--- src/rtl/sci_rx_pkg.sv ---
package sci_rx_pkg;

  typedef enum logic [2:0] {
    ST_IDLE  = 3'd0,
    ST_START = 3'd1,
    ST_DATA  = 3'd2,
    ST_NINTH = 3'd3,
    ST_STOP  = 3'd4
  } rx_state_t;

  function automatic logic maj3(input logic a, input logic b, input logic c);
    return (a & b) | (a & c) | (b & c);
  endfunction

endpackage

--- src/rtl/sci_rx_sync.sv ---
module sci_rx_sync #(
  parameter int unsigned STAGES = 2
) (
  input  logic clk,
  input  logic rst_n,
  input  logic din,
  output logic dout
);

  logic [STAGES-1:0] chain_q;

  generate
    if (STAGES == 1) begin : g_single
      always_ff @(posedge clk or negedge rst_n) begin
        if (!rst_n) chain_q <= 1'b1;
        else        chain_q <= din;
      end
    end else begin : g_multi
      always_ff @(posedge clk or negedge rst_n) begin
        if (!rst_n) chain_q <= '1;
        else        chain_q <= {chain_q[STAGES-2:0], din};
      end
    end
  endgenerate

  assign dout = chain_q[STAGES-1];

endmodule

--- src/rtl/sci_rx_sampler.sv ---
module sci_rx_sampler #(
  parameter int unsigned OSR = 16
) (
  input  logic clk,
  input  logic rst_n,
  input  logic tick,
  input  logic line_s,
  input  logic hunt,
  input  logic resync_en,
  output logic start_stb,
  output logic vote_stb,
  output logic vote_bit,
  output logic bit_end
);
  import sci_rx_pkg::*;

  localparam int unsigned PH_W      = $clog2(OSR);
  localparam int unsigned MID       = OSR / 2;
  localparam int unsigned V_LO      = MID - 1;
  localparam int unsigned V_HI      = MID + 1;
  localparam int unsigned LATE_MAX  = MID - 2;
  localparam int unsigned EARLY_MIN = MID + 2;
  localparam int unsigned LAST      = OSR - 1;

  logic            prev_q, prev_d;
  logic [PH_W-1:0] cnt_q, cnt_d;
  logic            s_lo_q, s_lo_d;
  logic            s_mid_q, s_mid_d;

  logic line_edge, line_fall, late_edge, early_edge, at_last;

  always_comb begin
    line_edge  = line_s ^ prev_q;
    line_fall  = prev_q & ~line_s;
    at_last    = (cnt_q == PH_W'(LAST));
    late_edge  = resync_en & line_edge &
                 (cnt_q >= PH_W'(1)) & (cnt_q <= PH_W'(LATE_MAX));
    early_edge = resync_en & line_edge & (cnt_q >= PH_W'(EARLY_MIN));

    start_stb = tick & hunt & line_fall;
    vote_stb  = tick & ~hunt & (cnt_q == PH_W'(V_HI));
    vote_bit  = maj3(s_lo_q, s_mid_q, line_s);
    bit_end   = tick & ~hunt & (at_last | early_edge);
  end

  always_comb begin
    prev_d  = prev_q;
    cnt_d   = cnt_q;
    s_lo_d  = s_lo_q;
    s_mid_d = s_mid_q;
    if (tick) begin
      prev_d = line_s;
      if (hunt) begin
        cnt_d = line_fall ? PH_W'(1) : '0;
      end else if (late_edge || early_edge) begin
        cnt_d = PH_W'(1);
      end else if (at_last) begin
        cnt_d = '0;
      end else begin
        cnt_d = cnt_q + PH_W'(1);
      end
      if (cnt_q == PH_W'(V_LO)) s_lo_d  = line_s;
      if (cnt_q == PH_W'(MID))  s_mid_d = line_s;
    end
  end

  always_ff @(posedge clk or negedge rst_n) begin
    if (!rst_n) begin
      prev_q  <= 1'b1;
      cnt_q   <= '0;
      s_lo_q  <= 1'b1;
      s_mid_q <= 1'b1;
    end else begin
      prev_q  <= prev_d;
      cnt_q   <= cnt_d;
      s_lo_q  <= s_lo_d;
      s_mid_q <= s_mid_d;
    end
  end

endmodule

--- src/rtl/sci_rx_ctrl.sv ---
module sci_rx_ctrl #(
  parameter int unsigned DATA_BITS = 8
) (
  input  logic                 clk,
  input  logic                 rst_n,
  input  logic                 start_stb,
  input  logic                 vote_stb,
  input  logic                 vote_bit,
  input  logic                 bit_end,
  input  logic                 mode_in,
  output logic                 hunt,
  output logic                 resync_en,
  output logic                 mode_lat,
  output logic [DATA_BITS-1:0] rx_byte,
  output logic                 rx_bit9,
  output logic                 rx_valid,
  output logic                 rx_ferr
);
  import sci_rx_pkg::*;

  localparam int unsigned BC_W = (DATA_BITS > 1) ? $clog2(DATA_BITS) : 1;
  localparam int unsigned BC_LAST = DATA_BITS - 1;

  rx_state_t              state_q, state_d;
  logic [BC_W-1:0]        bcnt_q, bcnt_d;
  logic [DATA_BITS-1:0]   shift_q, shift_d;
  logic                   mode_q, mode_d;
  logic                   ninth_q, ninth_d;
  logic [DATA_BITS-1:0]   byte_q, byte_d;
  logic                   b9_q, b9_d;
  logic                   valid_q, valid_d;
  logic                   ferr_q, ferr_d;

  always_comb begin
    state_d = state_q;
    bcnt_d  = bcnt_q;
    shift_d = shift_q;
    mode_d  = mode_q;
    ninth_d = ninth_q;
    byte_d  = byte_q;
    b9_d    = b9_q;
    valid_d = 1'b0;
    ferr_d  = ferr_q;
    unique case (state_q)
      ST_IDLE: begin
        if (start_stb) begin
          state_d = ST_START;
          mode_d  = mode_in;
        end
      end
      ST_START: begin
        if (vote_stb && vote_bit) begin
          state_d = ST_IDLE;
        end else if (bit_end) begin
          state_d = ST_DATA;
          bcnt_d  = '0;
        end
      end
      ST_DATA: begin
        if (vote_stb) shift_d = {vote_bit, shift_q[DATA_BITS-1:1]};
        if (bit_end) begin
          if (bcnt_q == BC_W'(BC_LAST)) state_d = mode_q ? ST_NINTH : ST_STOP;
          else                          bcnt_d  = bcnt_q + BC_W'(1);
        end
      end
      ST_NINTH: begin
        if (vote_stb) ninth_d = vote_bit;
        if (bit_end)  state_d = ST_STOP;
      end
      ST_STOP: begin
        if (vote_stb) begin
          state_d = ST_IDLE;
          valid_d = 1'b1;
          byte_d  = shift_q;
          b9_d    = mode_q & ninth_q;
          ferr_d  = ~vote_bit;
        end
      end
      default: state_d = ST_IDLE;
    endcase
  end

  always_ff @(posedge clk or negedge rst_n) begin
    if (!rst_n) begin
      state_q <= ST_IDLE;
      bcnt_q  <= '0;
      shift_q <= '0;
      mode_q  <= 1'b0;
      ninth_q <= 1'b0;
      byte_q  <= '0;
      b9_q    <= 1'b0;
      valid_q <= 1'b0;
      ferr_q  <= 1'b0;
    end else begin
      state_q <= state_d;
      bcnt_q  <= bcnt_d;
      shift_q <= shift_d;
      mode_q  <= mode_d;
      ninth_q <= ninth_d;
      byte_q  <= byte_d;
      b9_q    <= b9_d;
      valid_q <= valid_d;
      ferr_q  <= ferr_d;
    end
  end

  assign hunt      = (state_q == ST_IDLE);
  assign resync_en = (state_q == ST_DATA) || (state_q == ST_NINTH);
  assign mode_lat  = mode_q;
  assign rx_byte   = byte_q;
  assign rx_bit9   = b9_q;
  assign rx_valid  = valid_q;
  assign rx_ferr   = ferr_q;

endmodule

--- src/rtl/sci_frame_rx.sv ---
module sci_frame_rx #(
  parameter int unsigned DATA_BITS   = 8,
  parameter int unsigned OSR         = 16,
  parameter int unsigned SYNC_STAGES = 2
) (
  input  logic                 clk,
  input  logic                 rst_n,
  input  logic                 rx_line,
  input  logic                 os_tick,
  input  logic                 frame11,
  output logic [DATA_BITS-1:0] rx_byte,
  output logic                 rx_bit9,
  output logic                 rx_valid,
  output logic                 rx_ferr
);

  logic line_s;
  logic hunt, resync_en, mode_lat;
  logic start_stb, vote_stb, vote_bit, bit_end;

  sci_rx_sync #(.STAGES(SYNC_STAGES)) u_sync (
    .clk  (clk),
    .rst_n(rst_n),
    .din  (rx_line),
    .dout (line_s)
  );

  sci_rx_sampler #(.OSR(OSR)) u_sampler (
    .clk      (clk),
    .rst_n    (rst_n),
    .tick     (os_tick),
    .line_s   (line_s),
    .hunt     (hunt),
    .resync_en(resync_en),
    .start_stb(start_stb),
    .vote_stb (vote_stb),
    .vote_bit (vote_bit),
    .bit_end  (bit_end)
  );

  sci_rx_ctrl #(.DATA_BITS(DATA_BITS)) u_ctrl (
    .clk      (clk),
    .rst_n    (rst_n),
    .start_stb(start_stb),
    .vote_stb (vote_stb),
    .vote_bit (vote_bit),
    .bit_end  (bit_end),
    .mode_in  (frame11),
    .hunt     (hunt),
    .resync_en(resync_en),
    .mode_lat (mode_lat),
    .rx_byte  (rx_byte),
    .rx_bit9  (rx_bit9),
    .rx_valid (rx_valid),
    .rx_ferr  (rx_ferr)
  );

endmodule

--- config.mk ---
export PLATFORM = sky130hd
export DESIGN_NAME = sci_frame_rx
export DESIGN_NICKNAME = d
export VERILOG_FILES = /design/src/rtl/sci_rx_pkg.sv /design/src/rtl/sci_rx_sync.sv /design/src/rtl/sci_rx_sampler.sv /design/src/rtl/sci_rx_ctrl.sv /design/src/rtl/sci_frame_rx.sv
export SDC_FILE = /design/constraint.sdc
export NUM_CORES = 1
export LEC_CHECK = 0
export BUFFER_PORTS_ARGS = -buffer_cell sky130_fd_sc_hd__buf_2
export CORE_MARGIN = 2
export CORE_UTILIZATION = 62
export DETAILED_ROUTE_END_ITERATION = 8
export HOLD_SLACK_MARGIN = 0.05
export PLACE_DENSITY = 0.82
export SKIP_CTS_REPAIR_TIMING = 1
export SLEW_MARGIN = 20
export SYNTH_ARGS = -nofsm -noshare
export SYNTH_HDL_FRONTEND = slang
export SYNTH_SLANG_ARGS = --single-unit
--- constraint.sdc ---
create_clock -name clk -period 4.9 [get_ports clk]
set_clock_uncertainty 0.15 [all_clocks]
set_input_delay 0.49 -clock clk [delete_from_list [all_inputs] [get_ports clk]]
set_output_delay 0.49 -clock clk [all_outputs]
set_load 0.01 [all_outputs]
==> impl_metrics.tcl, run 1 <==
set metrics [dict create \
    cp-end-kind "flip-flop" \
    power.density_nw_per_um2 412 \
    clk_pin_slew_ns 0.11 \
    stdcell_count 194 \
    synth_warnings 0 \
    finalSetupTns_ns 0 \
    first_global_vias 1089 \
    ys_seq_area_share_pct 50.9 \
    cp-start-kind "flip-flop" \
    areaGrowthSynthToFinish_pct 6.61 \
    io_buffer_count 15 \
    min_period_ns 2.06 \
    reg2reg_slack_ns 2.84 \
    worst_slew_pin_slew_ns 0.751 \
    root_buffer "clkbuf_4" \
    critPathMaxStageDelay_ns 0.46 \
    crit_type "reg -> reg" \
    htree_levels 2 \
    place_ws_ns 2.86 \
    yosysTopAreaCellShare_pct 43.6 \
    hold_slack_ns 0.0551 \
    r2r_start "u_sampler.cnt_q[0]" \
    status "complete, no violations" \
    rows 19 \
    slew_headroom_pct 49.9 \
    grt_max_degree 37 \
    hold_viol 0 \
    ioPinCount 16 \
    track_usage_pct 21.2 \
    syn_area_um2 1780 \
    finalWeightedCongestion 0.806 \
    via_count 1179 \
    placed_area_um2 1840 \
    numCtsBuffers 5 \
    drt_iter0_markers 65 \
    worstPathMaxFanout 6 \
    worstHoldPathType "in -> async" \
    p_leak_uw 0.000931 \
    die_h_um 57.6 \
    start_util_pct 65.1 \
    cap_viol_max_count 0 \
    cpMaxStageDelayCell "dfrtp_1" \
    grt_pass1_wl_um 5250 \
    drc 0 \
    peakVddDrop_mv 0.317 \
    cp_cell_sequence "inv_1 -> ha_1 -> nor3_1 -> o31ai_2 -> and4b_1 -> mux2_2" \
    synth_top_cell_by_area "dfrtp_1" \
    totalWireLength_um 3170 \
    antenna_cells 0 \
    design_area_um2 1900 \
    arrival_ns 2.14 \
    final.setup.worst_slack_ns 2.84 \
    max_freq_ghz 0.487 \
    reg2reg_to "u_ctrl.bcnt_q[0]" \
    wl_per_cell_um 16.3 \
    fp.coreArea_um2 2730 \
    drtAntennaViolNets 0 \
    required_ns 4.99 \
    synth_cells 148 \
    clk_path_buf_depth 2 \
    final-max-slew-violation-count 0 \
    fp.dieArea_um2 3320 \
    drive_gt1_share_pct 33.7 \
    grt_setup_unrepaired "false" \
    synth.net_count 161 \
    synth-seq-cells 36 \
    grt_antenna_before_repair 0 \
    fin_nets 175 \
    clk_latency_ns 0.34 \
    die-width_um 57.6 \
    syn_avg_cell_area_um2 12.0 \
    synth.area.top_cells "dfrtp_1 44%, mux2_2 13%, dfstp_2 7.4%" \
    reg2reg_depth 6 \
    hpwl_um 2280 \
    grt-ovfl-total 0 \
    synth.distinct_cells 43 \
    cts_tree "done" \
    drt-pass1-iter-count 4 \
    vias_per_cell 6.08 \
    setup-violations-final 0 \
    fin_crit_sh_pct 41.9 \
    place_inst 186 \
    clkSinkCount 36 \
]
[kinds of logic (layout without fill, tap and decap cells)]
group | after synthesis | after routing | share of synthesized area (%)
buffers and inverters | 15 | 30 | 4.78
adder cells (fa/ha/maj) | 9 | 9 | 6.18
AND/OR/NAND/NOR | 40 | 40 | 14.1
flip-flops | 36 | 36 | 50.9
AO/OA/AOI/OAI | 28 | 28 | 11.3
multiplexers | 20 | 20 | 12.6
[area by class of cell]
type	instances	area [µm²]
multi-input combinational	97	788
clock inverter	1	7.51
inverter	7	26.3
tap	31	38.8
clock buffer	7	55.1
fill	213	836
timing repair buffer	15	75.1
sequential	36	907
[Yosys cell counts, drive strengths merged]
cell type,count
a21oi,3
a22o,2
a31oi,3
and2,1
and4b,3
buf,6
clkbuf,2
dfrtp,31
dfstp,5
ha,8
inv,7
maj3,1
mux2,20
nand2,10
nand2b,3
nand3,7
nand3b,1
nand4,2
nand4b,1
nor2,3
nor2b,1
nor3,5
nor3b,1
o211ai,2
o21a,1
o21ai,8
o21bai,1
o221ai,1
o22ai,1
o311a,1
o31a,2
o31ai,2
o32ai,1
or2b,1
or4b,1
[sequential cells by signal, summed over array words and instances, names as in the netlist, 2 cells and up]
name             count
u_ctrl.rx_byte       8
u_ctrl.bcnt_q        3
u_ctrl.shift_q       8
u_sampler.cnt_q      4
u_sync.chain_q       2
u_ctrl.state_q       3
[worst max path at each step]
stage | slack, ns | startpoint | to
2_1_floorplan | 2.99 | u_sync.chain_q[1] | u_ctrl.bcnt_q[0]
3_3_place_gp | 2.91 | u_sync.chain_q[1] | u_ctrl.bcnt_q[0]
3_5_place_dp | 2.86 | u_sync.chain_q[1] | u_ctrl.bcnt_q[0]
4_1_cts | 2.84 | u_sync.chain_q[1] | u_ctrl.bcnt_q[0]
5_1_grt | 2.72 | u_sync.chain_q[1] | u_ctrl.bcnt_q[0]
6_report | 2.84 | u_sampler.cnt_q[0] | u_ctrl.bcnt_q[0]
[cells in the final DEF, fill, tap and decap left out, types with 5 or more instances in the layout]
cell type,n
clkbuf_4,5
mux2_2,20
buf_2,15
dfstp_2,5
o21ai_0,8
dfrtp_1,31
ha_1,8
nor3_1,5
inv_1,7
nand2_1,9
nand3_1,6
[critical path: cells and delay by family, from the launching register on]
family	cells	cell delay [ns]
flip-flops	1	0.46
buffers and inverters	1	0.12
AND/OR/NAND/NOR	2	0.62
adder cells (fa/ha/maj)	1	0.22
AO/OA/AOI/OAI	1	0.14
multiplexers	1	0.26
[layer usage]
metal / vias up / share of wire [%] / wire, µm / track usage (%)
li1: 561 / - / - / -
met1: 576 / 46 / 1470 / 29.6
met2: 38 / 48 / 1530 / 31.3
met3: 4 / 4.9 / 154 / 6.12
met4: 0 / 0.54 / 17 / 8.31
met5: - / 0 / 0 / 0
[report_power, final]
part	switching (µW)	internal (µW)
registers	60.0	343
logic	123	89.0
clock network	97.0	70.2
[through the flow]
| stage | utilization [%] | power (µW) |
|---|---|---|
| final | 69.4 | 782 |
| after global routing | 69.4 | 836 |
| after CTS | 69.4 | 784 |
| after detailed placement | 67.1 | 617 |
| after global placement | 67.1 | 604 |
| after floorplan | - | 578 |
No activity file was read; power rests on OpenSTA's default activity.
==> run 2: changes to the inputs <==
--- a/config.mk
+++ b/config.mk
@@ -7,10 +7,10 @@
 export LEC_CHECK = 0
 export BUFFER_PORTS_ARGS = -buffer_cell sky130_fd_sc_hd__buf_2
 export CORE_MARGIN = 2
-export CORE_UTILIZATION = 62
+export CORE_UTILIZATION = 58
 export DETAILED_ROUTE_END_ITERATION = 8
 export HOLD_SLACK_MARGIN = 0.05
-export PLACE_DENSITY = 0.82
+export PLACE_DENSITY = 0.77
 export SKIP_CTS_REPAIR_TIMING = 1
 export SLEW_MARGIN = 20
 export SYNTH_ARGS = -nofsm -noshare
==> constraint.sdc (replaced) <==
create_clock -name clk -period 2.1 [get_ports clk]
set_clock_uncertainty 0.15 [all_clocks]
set_input_delay 0.21 -clock clk [delete_from_list [all_inputs] [get_ports clk]]
set_output_delay 0.21 -clock clk [all_outputs]
set_load 0.01 [all_outputs]
==> run 2 against run 1 <==
Compared with the run above: utilization fell by 2.9 points; cell count rose by 3.6%; routed wire length rose by 2.0%; worst hold slack improved by 0.030 ns; register-to-register slack got worse by 2.8 ns; sequential power rose by 130%; non-clock buffer count rose by 5; largest cell class unchanged.
==> impl_metrics.tcl, run 2 (synthesis gave the netlist of run 1 again) <==
set metrics [dict create \
    min_period_ns 2.02 \
    fin_nets 180 \
    cts_tree "done" \
    multi_input_area_um2 807 \
    clk_latency_ns 0.35 \
    grt_pass1_wl_um 5440 \
    areaGrowthSynthToFinish_pct 11.3 \
    rows 20 \
    track_usage_pct 21.4 \
    first_global_vias 1190 \
    drt_iter0_markers 47 \
    fin_util_pct 66.6 \
    power.density_nw_per_um2 1000 \
    clk_path_buf_depth 2 \
    drtAntennaViolNets 0 \
    cpMaxStageDelayCell "or4b_4" \
    cp-end-kind "flip-flop" \
    worst_slew_pin_slew_ns 0.745 \
    fp.coreArea_um2 2980 \
    setup-violations-final 0 \
    die_h_um 59.4 \
    wl_per_cell_um 16.1 \
    p_leak_uw 0.000967 \
    critPathMaxStageDelay_ns 0.53 \
    required_ns 2.19 \
    clk_pin_slew_ns 0.10 \
    start_util_pct 59.8 \
    clkSinkCount 36 \
    drt-pass1-iter-count 4 \
    grt_setup_unrepaired "false" \
    ioPinCount 16 \
    crit_type "reg -> reg" \
    peakVddDrop_mv 0.623 \
    cp-start-kind "flip-flop" \
    status "complete, no violations" \
    finalSetupTns_ns 0 \
    slew_headroom_pct 50.3 \
    antenna_cells 0 \
    via_count 1204 \
    register_area_um2 907 \
    grt_antenna_before_repair 0 \
    fillCellCount 232 \
    finalWeightedCongestion 0.804 \
    worstHoldPathType "in -> reg" \
    drive_gt1_share_pct 36.3 \
    final-max-slew-violation-count 0 \
    drc 0 \
    reg2reg_depth 6 \
    io_buffer_count 15 \
    fp.dieArea_um2 3530 \
    numCtsBuffers 5 \
    die-width_um 59.4 \
    hpwl_um 2270 \
    hold_path_depth 3 \
    layout_common_cells "31 x dfrtp_1, 20 x mux2_2, 15 x buf_2" \
    fin_crit_sh_pct 96.0 \
    worstPathMaxFanout 4 \
    cp_cell_sequence "inv_2 -> ha_1 -> or4b_4 -> o211ai_2 -> o21bai_2 -> o31a_1" \
    grt_max_degree 37 \
    arrival_ns 2.10 \
    root_buffer "clkbuf_4" \
    hold_viol 0 \
    cap_viol_max_count 0 \
    vias_per_cell 5.99 \
    htree_levels 2 \
    grt-ovfl-total 0 \
    final_common_cell "dfrtp_1" \
    totalWireLength_um 3230 \
    max_freq_ghz 0.496 \
]
-- run 2: worst paths after layout --
path,startpoint,end,slack (ns)
max,u_sampler.cnt_q[1],u_sampler.cnt_q[0],0.08
min in group asynchronous,rst_n,u_sampler.cnt_q[3],0.30
max in group asynchronous,rst_n,u_sampler.cnt_q[1],1.01
min,os_tick,u_sampler.cnt_q[1],0.08
max reg2reg,u_sampler.cnt_q[1],u_sampler.cnt_q[0],0.08
min reg2reg,u_sync.chain_q[0],u_sync.chain_q[1],0.21
-- run 2: layer usage --
metal | GRT usage [%] | vias up | share of wire, %
li1 | - | 580 | -
met1 | 27.5 | 590 | 44
met2 | 34.5 | 28 | 49
met3 | 6.55 | 6 | 5.0
met4 | 6.82 | 0 | 1.4
met5 | 0 | - | 0
-- run 2: cell type report --
type / count / area share (%)
Sequential cell: 36 / 45.8
Multi-Input combinational cell: 97 / 40.7
Timing Repair Buffer: 20 / 6.06
Clock inverter: 3 / 2.15
Tap cell: 33 / 2.08
Clock buffer: 5 / 1.89
Inverter: 7 / 1.33
-- run 2: metrics by stage --
| step | setup slack, ns | instance area [µm²] | power (µW) | cells | hold WS, ns |
|---|---|---|---|---|---|
| floorplan | 0.193 | 1780 | 1350 | 148 | -0.236 |
| global placement | 0.115 | 1850 | 1420 | 189 | 0.160 |
| detailed placement | 0.0587 | 1850 | 1460 | 189 | 0.172 |
| CTS | 0.0399 | 1930 | 1940 | 197 | -0.201 |
| global route | 0.00490 | 1980 | 2100 | 201 | 0.101 |
| finish | 0.0843 | 1980 | 1990 | 201 | 0.0848 |
-- run 2: report_power, final --
part | internal [µW] | switching, µW | total, µW
Clock | 248 | 239 | 487
Combinational | 241 | 318 | 560
Sequential | 800 | 139 | 939
-- run 2: worst max-delay path, delay by kind of cell (launching register included) --
| kind | cells | cell delay (ns) |
|---|---|---|
| buf+inv | 1 | 0.08 |
| fa+ha+maj | 1 | 0.20 |
| compound gates | 3 | 0.51 |
| flops | 1 | 0.44 |
| simple gates | 1 | 0.53 |
